[config.mk]
export PLATFORM = sky130hd
export DESIGN_NAME = dma_irq_unit
export DESIGN_NICKNAME = d
export VERILOG_FILES = /design/src/rtl/dma_irq_pkg.sv /design/src/rtl/dma_irq_decode.sv /design/src/rtl/dma_irq_status.sv /design/src/rtl/dma_cmpl_counter.sv /design/src/rtl/dma_byte_counter.sv /design/src/rtl/dma_irq_unit.sv
export SDC_FILE = /design/constraint.sdc
export NUM_CORES = 1
export LEC_CHECK = 0
export ABC_AREA = 1
export BUFFER_PORTS_ARGS = -buffer_cell sky130_fd_sc_hd__buf_2
export CORE_AREA = 4 4 123 125
export DETAILED_ROUTE_END_ITERATION = 8
export DIE_AREA = 0 0 127 129
export PLACE_DENSITY = 0.71
export SLEW_MARGIN = 5
export SYNTH_ARGS = -nofsm -noshare
export SYNTH_HDL_FRONTEND = slang
export SYNTH_HIERARCHICAL = 1
export SYNTH_SLANG_ARGS = --single-unit
[constraint.sdc]
create_clock -name clk -period 4.2 [get_ports clk]
set_input_delay 0.84 -clock clk [delete_from_list [all_inputs] [get_ports clk]]
set_output_delay 0.84 -clock clk [all_outputs]
set_load 0.02 [all_outputs]
[src/rtl/dma_irq_pkg.sv]
package dma_irq_pkg;

    localparam int STAT_W = 11;

    localparam int B_INVALID      = 0;
    localparam int B_DST_DONE     = 2;
    localparam int B_BYTE_OVF     = 3;
    localparam int B_SRC_CNTERR   = 4;
    localparam int B_DST_CNTERR   = 5;
    localparam int B_SRC_DSCR_ERR = 6;
    localparam int B_DST_DSCR_ERR = 7;
    localparam int B_RD_ERR       = 8;
    localparam int B_WR_ERR       = 9;
    localparam int B_DONE         = 10;

    localparam logic [11:0] OFS_STAT   = 12'h100;
    localparam logic [11:0] OFS_MASK   = 12'h104;
    localparam logic [11:0] OFS_ENA    = 12'h108;
    localparam logic [11:0] OFS_DIS    = 12'h10C;
    localparam logic [11:0] OFS_BYTES  = 12'h188;
    localparam logic [11:0] OFS_SRCCNT = 12'h190;
    localparam logic [11:0] OFS_DSTCNT = 12'h194;

    localparam int NUM_CMPL = 2;
    localparam int CMPL_SRC = 0;
    localparam int CMPL_DST = 1;

    typedef enum logic [2:0] {
        SEL_NONE,
        SEL_STAT,
        SEL_MASK,
        SEL_ENA,
        SEL_DIS,
        SEL_BYTES,
        SEL_SRCCNT,
        SEL_DSTCNT
    } reg_sel_e;

endpackage

[src/rtl/dma_irq_decode.sv]
module dma_irq_decode
    import dma_irq_pkg::*;
#(
    parameter int ADDR_W = 12
) (
    input  logic [ADDR_W-1:0] addr,
    input  logic              rd,
    input  logic              wr,
    output reg_sel_e          sel,
    output logic              bad_access
);

    always_comb begin
        unique case (addr)
            ADDR_W'(OFS_STAT):   sel = SEL_STAT;
            ADDR_W'(OFS_MASK):   sel = SEL_MASK;
            ADDR_W'(OFS_ENA):    sel = SEL_ENA;
            ADDR_W'(OFS_DIS):    sel = SEL_DIS;
            ADDR_W'(OFS_BYTES):  sel = SEL_BYTES;
            ADDR_W'(OFS_SRCCNT): sel = SEL_SRCCNT;
            ADDR_W'(OFS_DSTCNT): sel = SEL_DSTCNT;
            default:             sel = SEL_NONE;
        endcase
    end

    assign bad_access = (rd || wr) && (sel == SEL_NONE);

endmodule

[src/rtl/dma_irq_status.sv]
module dma_irq_status
    import dma_irq_pkg::*;
(
    input  logic              clk,
    input  logic              rst_n,
    input  logic [STAT_W-1:0] hw_set,
    input  logic [STAT_W-1:0] sw_clr,
    input  logic              ena_we,
    input  logic              dis_we,
    input  logic [STAT_W-1:0] bits,
    output logic [STAT_W-1:0] stat_q,
    output logic [STAT_W-1:0] mask_q,
    output logic              irq
);

    localparam logic [STAT_W-1:0] MASK_RST = '1;

    always_ff @(posedge clk) begin
        if (!rst_n) begin
            stat_q <= '0;
        end else begin
            stat_q <= (stat_q & ~sw_clr) | hw_set;
        end
    end

    always_ff @(posedge clk) begin
        if (!rst_n) begin
            mask_q <= MASK_RST;
        end else if (dis_we) begin
            mask_q <= mask_q | bits;
        end else if (ena_we) begin
            mask_q <= mask_q & ~bits;
        end
    end

    always_ff @(posedge clk) begin
        if (!rst_n) begin
            irq <= 1'b0;
        end else begin
            irq <= |(stat_q & ~mask_q);
        end
    end

    AST_STICKY: assert property (@(posedge clk) disable iff (!rst_n)
        1'b1 |=> ((($past(stat_q) & ~$past(sw_clr)) & ~stat_q) == '0));

    AST_EVENT_WINS: assert property (@(posedge clk) disable iff (!rst_n)
        ((hw_set & sw_clr) != '0) |=> ((stat_q & $past(hw_set & sw_clr)) == $past(hw_set & sw_clr)));

    AST_UNMASK_CLEARS: assert property (@(posedge clk) disable iff (!rst_n)
        (ena_we && !dis_we) |=> ((mask_q & $past(bits)) == '0));

    AST_MASK_HOLD: assert property (@(posedge clk) disable iff (!rst_n)
        (!ena_we && !dis_we) |=> $stable(mask_q));

    AST_IRQ_LEVEL: assert property (@(posedge clk) disable iff (!rst_n)
        1'b1 |=> (irq == ($past(stat_q & ~mask_q) != '0)));

endmodule

[src/rtl/dma_cmpl_counter.sv]
module dma_cmpl_counter #(
    parameter int CNT_W = 8
) (
    input  logic             clk,
    input  logic             rst_n,
    input  logic             inc,
    input  logic             rd_clr,
    output logic [CNT_W-1:0] cnt_q,
    output logic             sat_evt
);

    localparam logic [CNT_W-1:0] CNT_MAX = '1;

    logic full;
    assign full    = (cnt_q == CNT_MAX);
    assign sat_evt = inc && full && !rd_clr;

    always_ff @(posedge clk) begin
        if (!rst_n) begin
            cnt_q <= '0;
        end else if (rd_clr) begin
            cnt_q <= inc ? CNT_W'(1) : '0;
        end else if (inc && !full) begin
            cnt_q <= cnt_q + CNT_W'(1);
        end
    end

    AST_SAT_HOLD: assert property (@(posedge clk) disable iff (!rst_n)
        (full && inc && !rd_clr) |=> (cnt_q == CNT_MAX));

    AST_CLR_ON_READ: assert property (@(posedge clk) disable iff (!rst_n)
        (rd_clr && !inc) |=> (cnt_q == '0));

    AST_COUNT_STEP: assert property (@(posedge clk) disable iff (!rst_n)
        (inc && !rd_clr && !full) |=> (cnt_q == $past(cnt_q) + CNT_W'(1)));

endmodule

[src/rtl/dma_byte_counter.sv]
module dma_byte_counter #(
    parameter int BYTE_W     = 32,
    parameter int BYTE_ADD_W = 16
) (
    input  logic                  clk,
    input  logic                  rst_n,
    input  logic                  load,
    input  logic [BYTE_W-1:0]     load_val,
    input  logic                  add_v,
    input  logic [BYTE_ADD_W-1:0] add,
    output logic [BYTE_W-1:0]     cnt_q,
    output logic                  ovf
);

    logic [BYTE_W:0] sum;
    assign sum = {1'b0, cnt_q} + {1'b0, BYTE_W'(add)};
    assign ovf = add_v && !load && sum[BYTE_W];

    always_ff @(posedge clk) begin
        if (!rst_n) begin
            cnt_q <= '0;
        end else if (load) begin
            cnt_q <= load_val;
        end else if (add_v) begin
            cnt_q <= sum[BYTE_W-1:0];
        end
    end

    AST_BYTE_ACCUM: assert property (@(posedge clk) disable iff (!rst_n)
        (add_v && !load) |=> (cnt_q == BYTE_W'($past(cnt_q) + BYTE_W'($past(add)))));

    AST_LOAD_WINS: assert property (@(posedge clk) disable iff (!rst_n)
        load |=> (cnt_q == $past(load_val)));

endmodule

[src/rtl/dma_irq_unit.sv]
module dma_irq_unit
    import dma_irq_pkg::*;
#(
    parameter int ADDR_W     = 12,
    parameter int DATA_W     = 32,
    parameter int BYTE_W     = 32,
    parameter int BYTE_ADD_W = 16,
    parameter int CNT_W      = 8
) (
    input  logic                  clk,
    input  logic                  rst_n,
    input  logic [ADDR_W-1:0]     reg_addr,
    input  logic                  reg_wr,
    input  logic                  reg_rd,
    input  logic [DATA_W-1:0]     reg_wdata,
    output logic [DATA_W-1:0]     reg_rdata,
    input  logic                  evt_done,
    input  logic                  evt_wr_err,
    input  logic                  evt_rd_err,
    input  logic                  evt_dst_dscr_err,
    input  logic                  evt_src_dscr_err,
    input  logic                  evt_dst_dscr_done,
    input  logic                  byte_add_valid,
    input  logic [BYTE_ADD_W-1:0] byte_add,
    input  logic                  src_cmpl,
    input  logic                  dst_cmpl,
    output logic                  irq
);

    reg_sel_e          sel;
    logic              bad_access;
    logic [STAT_W-1:0] hw_set;
    logic [STAT_W-1:0] sw_clr;
    logic [STAT_W-1:0] stat_q;
    logic [STAT_W-1:0] mask_q;
    logic [BYTE_W-1:0] byte_cnt;
    logic              byte_ovf;
    logic [DATA_W-1:0] rd_mux;

    logic [NUM_CMPL-1:0] cmpl_inc;
    logic [NUM_CMPL-1:0] cmpl_rd;
    logic [NUM_CMPL-1:0] cmpl_sat;
    logic [CNT_W-1:0]    cmpl_cnt [NUM_CMPL];

    dma_irq_decode #(.ADDR_W(ADDR_W)) u_decode (
        .addr       (reg_addr),
        .rd         (reg_rd),
        .wr         (reg_wr),
        .sel        (sel),
        .bad_access (bad_access)
    );

    assign sw_clr = (reg_wr && sel == SEL_STAT) ? reg_wdata[STAT_W-1:0] : '0;

    always_comb begin
        hw_set                 = '0;
        hw_set[B_INVALID]      = bad_access;
        hw_set[B_DST_DONE]     = evt_dst_dscr_done;
        hw_set[B_BYTE_OVF]     = byte_ovf;
        hw_set[B_SRC_CNTERR]   = cmpl_sat[CMPL_SRC];
        hw_set[B_DST_CNTERR]   = cmpl_sat[CMPL_DST];
        hw_set[B_SRC_DSCR_ERR] = evt_src_dscr_err;
        hw_set[B_DST_DSCR_ERR] = evt_dst_dscr_err;
        hw_set[B_RD_ERR]       = evt_rd_err;
        hw_set[B_WR_ERR]       = evt_wr_err;
        hw_set[B_DONE]         = evt_done;
    end

    dma_irq_status u_status (
        .clk    (clk),
        .rst_n  (rst_n),
        .hw_set (hw_set),
        .sw_clr (sw_clr),
        .ena_we (reg_wr && sel == SEL_ENA),
        .dis_we (reg_wr && sel == SEL_DIS),
        .bits   (reg_wdata[STAT_W-1:0]),
        .stat_q (stat_q),
        .mask_q (mask_q),
        .irq    (irq)
    );

    dma_byte_counter #(
        .BYTE_W     (BYTE_W),
        .BYTE_ADD_W (BYTE_ADD_W)
    ) u_bytes (
        .clk      (clk),
        .rst_n    (rst_n),
        .load     (reg_wr && sel == SEL_BYTES),
        .load_val (reg_wdata[BYTE_W-1:0]),
        .add_v    (byte_add_valid),
        .add      (byte_add),
        .cnt_q    (byte_cnt),
        .ovf      (byte_ovf)
    );

    assign cmpl_inc[CMPL_SRC] = src_cmpl;
    assign cmpl_inc[CMPL_DST] = dst_cmpl;
    assign cmpl_rd[CMPL_SRC]  = reg_rd && sel == SEL_SRCCNT;
    assign cmpl_rd[CMPL_DST]  = reg_rd && sel == SEL_DSTCNT;

    for (genvar g = 0; g < NUM_CMPL; g++) begin : g_cmpl
        dma_cmpl_counter #(.CNT_W(CNT_W)) u_cnt (
            .clk     (clk),
            .rst_n   (rst_n),
            .inc     (cmpl_inc[g]),
            .rd_clr  (cmpl_rd[g]),
            .cnt_q   (cmpl_cnt[g]),
            .sat_evt (cmpl_sat[g])
        );
    end

    always_comb begin
        unique case (sel)
            SEL_STAT:   rd_mux = DATA_W'(stat_q & ~(STAT_W'(1) << 1));
            SEL_MASK:   rd_mux = DATA_W'(mask_q);
            SEL_BYTES:  rd_mux = DATA_W'(byte_cnt);
            SEL_SRCCNT: rd_mux = DATA_W'(cmpl_cnt[CMPL_SRC]);
            SEL_DSTCNT: rd_mux = DATA_W'(cmpl_cnt[CMPL_DST]);
            default:    rd_mux = '0;
        endcase
    end

    always_ff @(posedge clk) begin
        if (!rst_n) begin
            reg_rdata <= '0;
        end else if (reg_rd) begin
            reg_rdata <= rd_mux;
        end
    end

    AST_UNMAPPED_ZERO: assert property (@(posedge clk) disable iff (!rst_n)
        (reg_rd && bad_access) |=> (reg_rdata == '0));

    AST_UNMAPPED_FLAG: assert property (@(posedge clk) disable iff (!rst_n)
        bad_access |=> stat_q[B_INVALID]);

    AST_RDATA_HOLD: assert property (@(posedge clk) disable iff (!rst_n)
        !reg_rd |=> $stable(reg_rdata));

    AST_OVF_FLAG: assert property (@(posedge clk) disable iff (!rst_n)
        byte_ovf |=> stat_q[B_BYTE_OVF]);

endmodule

### After elaboration in Yosys (flattened, before gate mapping)

Cells that the tools add are included.

* bitwise gates (word level): 8
* mux-type cells: 13
* $add $sub $neg: 3
* eq/ne operators: 16
* reductions and logical operators: 27

Operators by type and width (count)
* 32-bit one-hot mux with 5 select lines: 1
* 12-bit by 9-bit equality test with 1-bit output (second input constant): 7
* 32-bit two-way mux: 2
* 32-bit by 16-bit adder with 33-bit output: 1
* 11-bit AND: 3
* 11-bit two-way mux: 3
* 11-bit NOT: 3
* 8-bit two-way mux: 4
* 11-bit bitwise OR: 2
* 3-bit one-hot mux with 7 select lines: 1
* 8-bit by 1-bit adder with 8-bit output (second input constant): 2
* 8-bit equality test (second input constant): 2
* 1-bit logical AND: 15
* 3-bit equality test (second input constant): 4
* 11-bit OR reduction: 1
* 2-bit nonzero test: 4
* 3-bit by 2-bit equality test with 1-bit output (second input constant): 2
* 1-bit zero test: 5
* 3-bit by 1-bit equality test with 1-bit output (second input constant): 1
* 3-bit zero test: 1
* 1-bit two-way mux: 2
* 1-bit logical OR: 1

* logic and storage cells: 74
* input bits: 73
* output and inout bits: 33
* bits in registers: 103

### Longest topological paths before layout

* depth after elaboration: 8
* depth in mapped cells: 18

### Cells and area by module

The synthesis kept the hierarchy.

Modules (own cells, without submodules)
* dma_byte_counter: seq. area each 640.6 um^2, cells each 500, area each 2947.8 um^2, times used 1
* dma_irq_unit: seq. area each 640.6 um^2, cells each 277, area each 1705.4 um^2, times used 1
* dma_cmpl_counter: seq. area each 160.2 um^2, cells each 74, area each 506.7 um^2, times used 2
* dma_irq_status: seq. area each 460.4 um^2, cells each 139, area each 960.9 um^2, times used 1
* dma_irq_decode: seq. area each 0.0 um^2, cells each 51, area each 281.5 um^2, times used 1

### Worst setup path before layout

No wires, ideal clock.

* kind: input to register
* start point: in reg_addr[1]
* end point: reg u_status.stat_q[3]
* library setup time: 64 ps
* arrival time: 2654 ps
* buffers on the path: 2
* required time: 4136 ps
* stages on the path: 17
* setup slack: 1482 ps
* cell sequence: nor2_2 -> nand3_2 -> nand2_1 -> nand2_1 -> nand2_1 -> buf_4 -> inv_2 -> nand3_1 -> nor2_1 -> buf_2 -> nor2_2 -> inv_1 -> nor2_1 -> nand4_1 -> a21oi_1 -> a21oi_1 -> nor2_1

* word-level cells in the longest chain between the ends: 8
* elaborated cells between the ends (all ways): 19
* those cells by class: eq/ne: 9; mux: 2; bitwise: 3; reduce/logical: 5

RTL lines
* start: declaration: RTL line dma_irq_unit.sv:12 `input logic [ADDR_W-1:0] reg_addr,`
* 12-bit by 9-bit equality test with 1-bit output: RTL line dma_irq_decode.sv:14 `unique case (addr)`
* 3-bit one-hot mux with 7 select lines *: RTL line dma_irq_decode.sv:14
* named net sel[1]: RTL line dma_irq_unit.sv:30 `reg_sel_e sel;`
* 3-bit equality test *: RTL line dma_irq_unit.sv:88 `.load (reg_wr && sel == SEL_BYTES),`
* 1-bit logical AND *: RTL line dma_irq_unit.sv:88
* 1-bit zero test *: RTL line dma_byte_counter.sv:17 `assign ovf = add_v && !load && sum[BYTE_W];`
* 1-bit logical AND * (2 in series): RTL line dma_byte_counter.sv:17
* named net byte_ovf: RTL line dma_irq_unit.sv:37 `logic byte_ovf;`
* 11-bit bitwise OR *: RTL line dma_irq_status.sv:22 `stat_q <= (stat_q & ~sw_clr) | hw_set;`
* end signal: assignment: RTL line dma_irq_status.sv:22
* end: declaration: RTL line dma_irq_status.sv:11 `output logic [STAT_W-1:0] stat_q,`

Mark *: on every way through the listed nets, which the timed path passes. The rest lies on a longest branch.
A chain may end at the register's enable or synchronous reset.

### Worst setup path in the final report

* start point: in reg_addr[6]
* end point: reg u_bytes.cnt_q[18]

* word-level cells in the longest chain between the ends: 5
* elaborated cells between the ends (all ways): 12
* those cells by class: eq/ne: 8; mux: 2; reduce/logical: 2

RTL lines
* 12-bit by 9-bit equality test with 1-bit output: RTL line dma_irq_decode.sv:14
* 3-bit one-hot mux with 7 select lines *: RTL line dma_irq_decode.sv:14
* named net sel[1]: RTL line dma_irq_unit.sv:30
* 3-bit equality test *: RTL line dma_irq_unit.sv:88
* 1-bit logical AND *: RTL line dma_irq_unit.sv:88
* 32-bit two-way mux or 2-bit nonzero test (tied branches)
* end signal: assignment: RTL line dma_byte_counter.sv:23 `cnt_q <= load_val;`
* end signal: assignment: RTL line dma_byte_counter.sv:25 `cnt_q <= sum[BYTE_W-1:0];`
* end: declaration: RTL line dma_byte_counter.sv:11 `output logic [BYTE_W-1:0] cnt_q,`

Marks and branches as above.

==> metrics.csv <==
stage;metric;value;unit
pwr;total power;2.45;mW
finish;Final Cell Area;7870;sq um
global_routing;global-route wire length before repair;32900;um
logic_synthesis;number of synthesized flops with an enable pin;0;
critical_path;Setup CP Type;in2reg;
timing;Max Fclk;337;MHz
floorplanning;Initial Util;49.8;%
clocking;Resize count post-CTS;0;
floorplanning;die height;129;um
global_routing;largest net degree at the start of global routing;55;
pwr;Pleak;3.90;nW
timing;clock skew;9.33;ps
logic_synthesis;number of synthesized register bits;103;
place;Post-Place Cell Area;7540;sq um
clocking;Clk Latency, worst-skew pair;360;ps
finish;Ant. Diodes;0;
critical_path;CP max stage cell;nor2_2;
global_routing;Total GRT Usage;24.9;%
global_routing;vias in the first global route;6680;
clocking;Hold-fix buffers, CTS;0;
floorplanning;Top Ports;106;
critical_path;crit path launch type;input pin;
logic_synthesis;Avg Cell Area, Syn;6.20;sq um
timing;Final setup viols;0;
critical_path;worst path bufs/invs;4;
logic_synthesis;Syn Inst Count;1115;
clocking;root buffer cell;clkbuf_16;
critical_path;R2R Path Start;u_bytes/cnt_q[0];
logic_synthesis;Post-Syn Area;6910;sq um
global_routing;GRT Residual Overflow;0;
logic_synthesis;Yosys top cell area share;29.8;%
finish;Util after Layout;56.7;%
logic_synthesis;Synth warnings;6;
hold_path;Hold Crit Class;reg2reg;
floorplanning;Die Span X;127;um
detailed_routing;DR iter-0 viols;503;
timing;Tightest Pin Transition;992;ps
timing;Slew Viols, Final;0;
logic_synthesis;area leader, netlist;dfxtp_1;
detailed_routing;drc violations;0;
detailed_routing;DRT Pass-1 Iters;5;
critical_path;crit path launch;reg_addr[6];
place;gpl congestion;0.967;
detailed_routing;DRT antenna net count;0;
floorplanning;row count;43;
detailed_routing;total wire length;20500;um
clocking;clk sink count;103;
logic_synthesis;ranking of synthesized cells by area;dfxtp_1 30%, nand2_1 18%, inv_1 8.4%, a21oi_1 7.0%, nor2_1 5.9%;
logic_synthesis;FFs w/ async S/R, synth;0;%
detailed_routing;via count;7339;
finish;P&R area growth vs syn;13.9;%
place;dpl cells;1374;
logic_synthesis;Main synth FF type;dfxtp_1;
floorplanning;die area;16400;sq um
critical_path;Critical Path RT;4470;ps
flow_run;number of max-cap violations;0;
detailed_routing;routed len/inst;14.7;um
pwr;pwr dens;311;nW/um^2
detailed_routing;Vias/cell;5.28;
timing;Max-slew headroom;33.8;%
timing;final setup TNS;0;ps
finish;fin cells;1390;
place;port bufs;105;
clocking;maximum buffer depth of the clock tree;2;
finish;layout cells sized above 1;16.8;%
finish;# nets final;1297;
critical_path;CP max FO;18;
clocking;Post-CTS Setup Bufs;0;
timing;Final Hold Vio Count;0;
critical_path;arrival time at the worst endpoint;3240;ps
hold_path;Hold Startpoint;reg_rdata[9];
place;hpwl dp;15700;um
clocking;CTS buffer count;9;
timing;min cycle time layout;2970;ps
logic_synthesis;Mapped Nets;1207;
clocking;clock slew at reported path FFs;70;ps
logic_synthesis;post-synthesis sequential area ratio;29.8;%
critical_path;CP cell instances;buf_2, inv_2, nand2_2, nor2_1, nand3_2, nand2_1, inv_2, nand3_1, nor2_2, nor2_2, buf_4, a22oi_1, a21oi_1;
floorplanning;CORE AREA;13900;sq um
clocking;Max H-tree Level;3;
timing;post-route clock period utilization;70.6;%
status;status;complete, no violations;
critical_path;Crit path max-delay family;simple AND/OR/NAND/NOR gates;
global_routing;initial antenna violation count;0;
clocking;CTS tree;done;
critical_path;Critical Path End Type;flip-flop;
timing;unrepaired setup endpoints after global routing;no;
pwr;Max VDD drop;0.207;mV
critical_path;Worst path max stage delay;530;ps
logic_synthesis;Netlist cell types;41;
## Yosys cell counts, drive strengths merged (2+ instances only)
master,number
nand2,343
inv,167
nor2,129
a21oi,103
dfxtp,103
nand3,84
o21ai,52
a22oi,24
ha,18
clkbuf,17
buf,16
nand4,13
nor3,13
xor2,10
a31oi,7
nand3b,3
nor4,3
a21boi,2
or2,2
## per-layer routing
metal | track usage [%] | up-vias | part of all wire [%]
li1 | - | 3733 | -
met1 | 30.4 | 3289 | 42
met2 | 43.4 | 274 | 48
met3 | 4.32 | 43 | 6.7
met4 | 10.3 | 0 | 3.4
met5 | 0 | - | 0
## worst reg2reg max path, stage by stage (launching register included)
cell,delay [ps]
dfxtp_1,330
ha_1,230
fa_1,460
nand2_1,100
nand2_1,50
nand3_1,60
nand2_1,110
nand2_1,90
nand2_1,110
nand2_1,120
nand2_1,60
nand2_1,60
nand3_1,80
a21oi_1,150
## final timing paths
| check | slack [ps] | to | cells past startpoint |
|---|---|---|---|
| worst max-delay path | 1230 | u_bytes/cnt_q[18] | 13 |
| worst min-delay path | 460 | reg_rdata[9] | 2 |
| worst max register to register | 2100 | u_bytes/cnt_q[18] | 13 |
| worst min register to register | 460 | reg_rdata[9] | 2 |
## cells in the final DEF, fill, tap and decap left out, drive strengths merged, types with 2 or more instances in the layout
cell	instances
a21boi	2
a21oi	103
a22oi	24
a31oi	7
buf	112
bufinv	2
clkbuf	11
clkinv	2
dfxtp	103
ha	18
inv	168
nand2	343
nand3	84
nand3b	3
nand4	13
nor2	129
nor3	13
nor4	3
o21ai	52
or2	2
xor2	10
## cell families (layout without fill, tap and decap cells)
logic type,count (synthesis),in the layout,synth area share (%)
buffers and inverters,200,295,11.8
adder cells (fa/ha/maj),19,19,3.55
AO/OA/AOI/OAI,190,190,15.5
flip-flops,103,103,29.8
AND/OR/NAND/NOR,592,592,38.0
XOR/XNOR,10,10,1.27
other,1,1,0.0543
## power by group
part           total, mW  internal (mW)  switching (mW)  leakage, nW
clock              0.952          0.556           0.396        0.166
sequential          1.07           1.02          0.0474        0.842
combinational      0.432          0.149           0.284         2.89
total               2.45           1.72           0.727         3.90
## stage by stage
step | worst slack (ps) | hold WS, ps
finish | 1230 | 463
detailed placement | 910 | 455
CTS | 1290 | 466
global placement | 966 | 452
global route | 1000 | 487
floorplan | 1480 | 438
## layout make-up
type	count	area (sq um)
clock buffer	11	253
clock inverter	5	78.8
tap	180	225
inverter	167	627
sequential	103	2060
timing repair buffer	112	578
multi-input combinational	812	4050
fill	1412	6010
(Power assumes the default switching activity.)
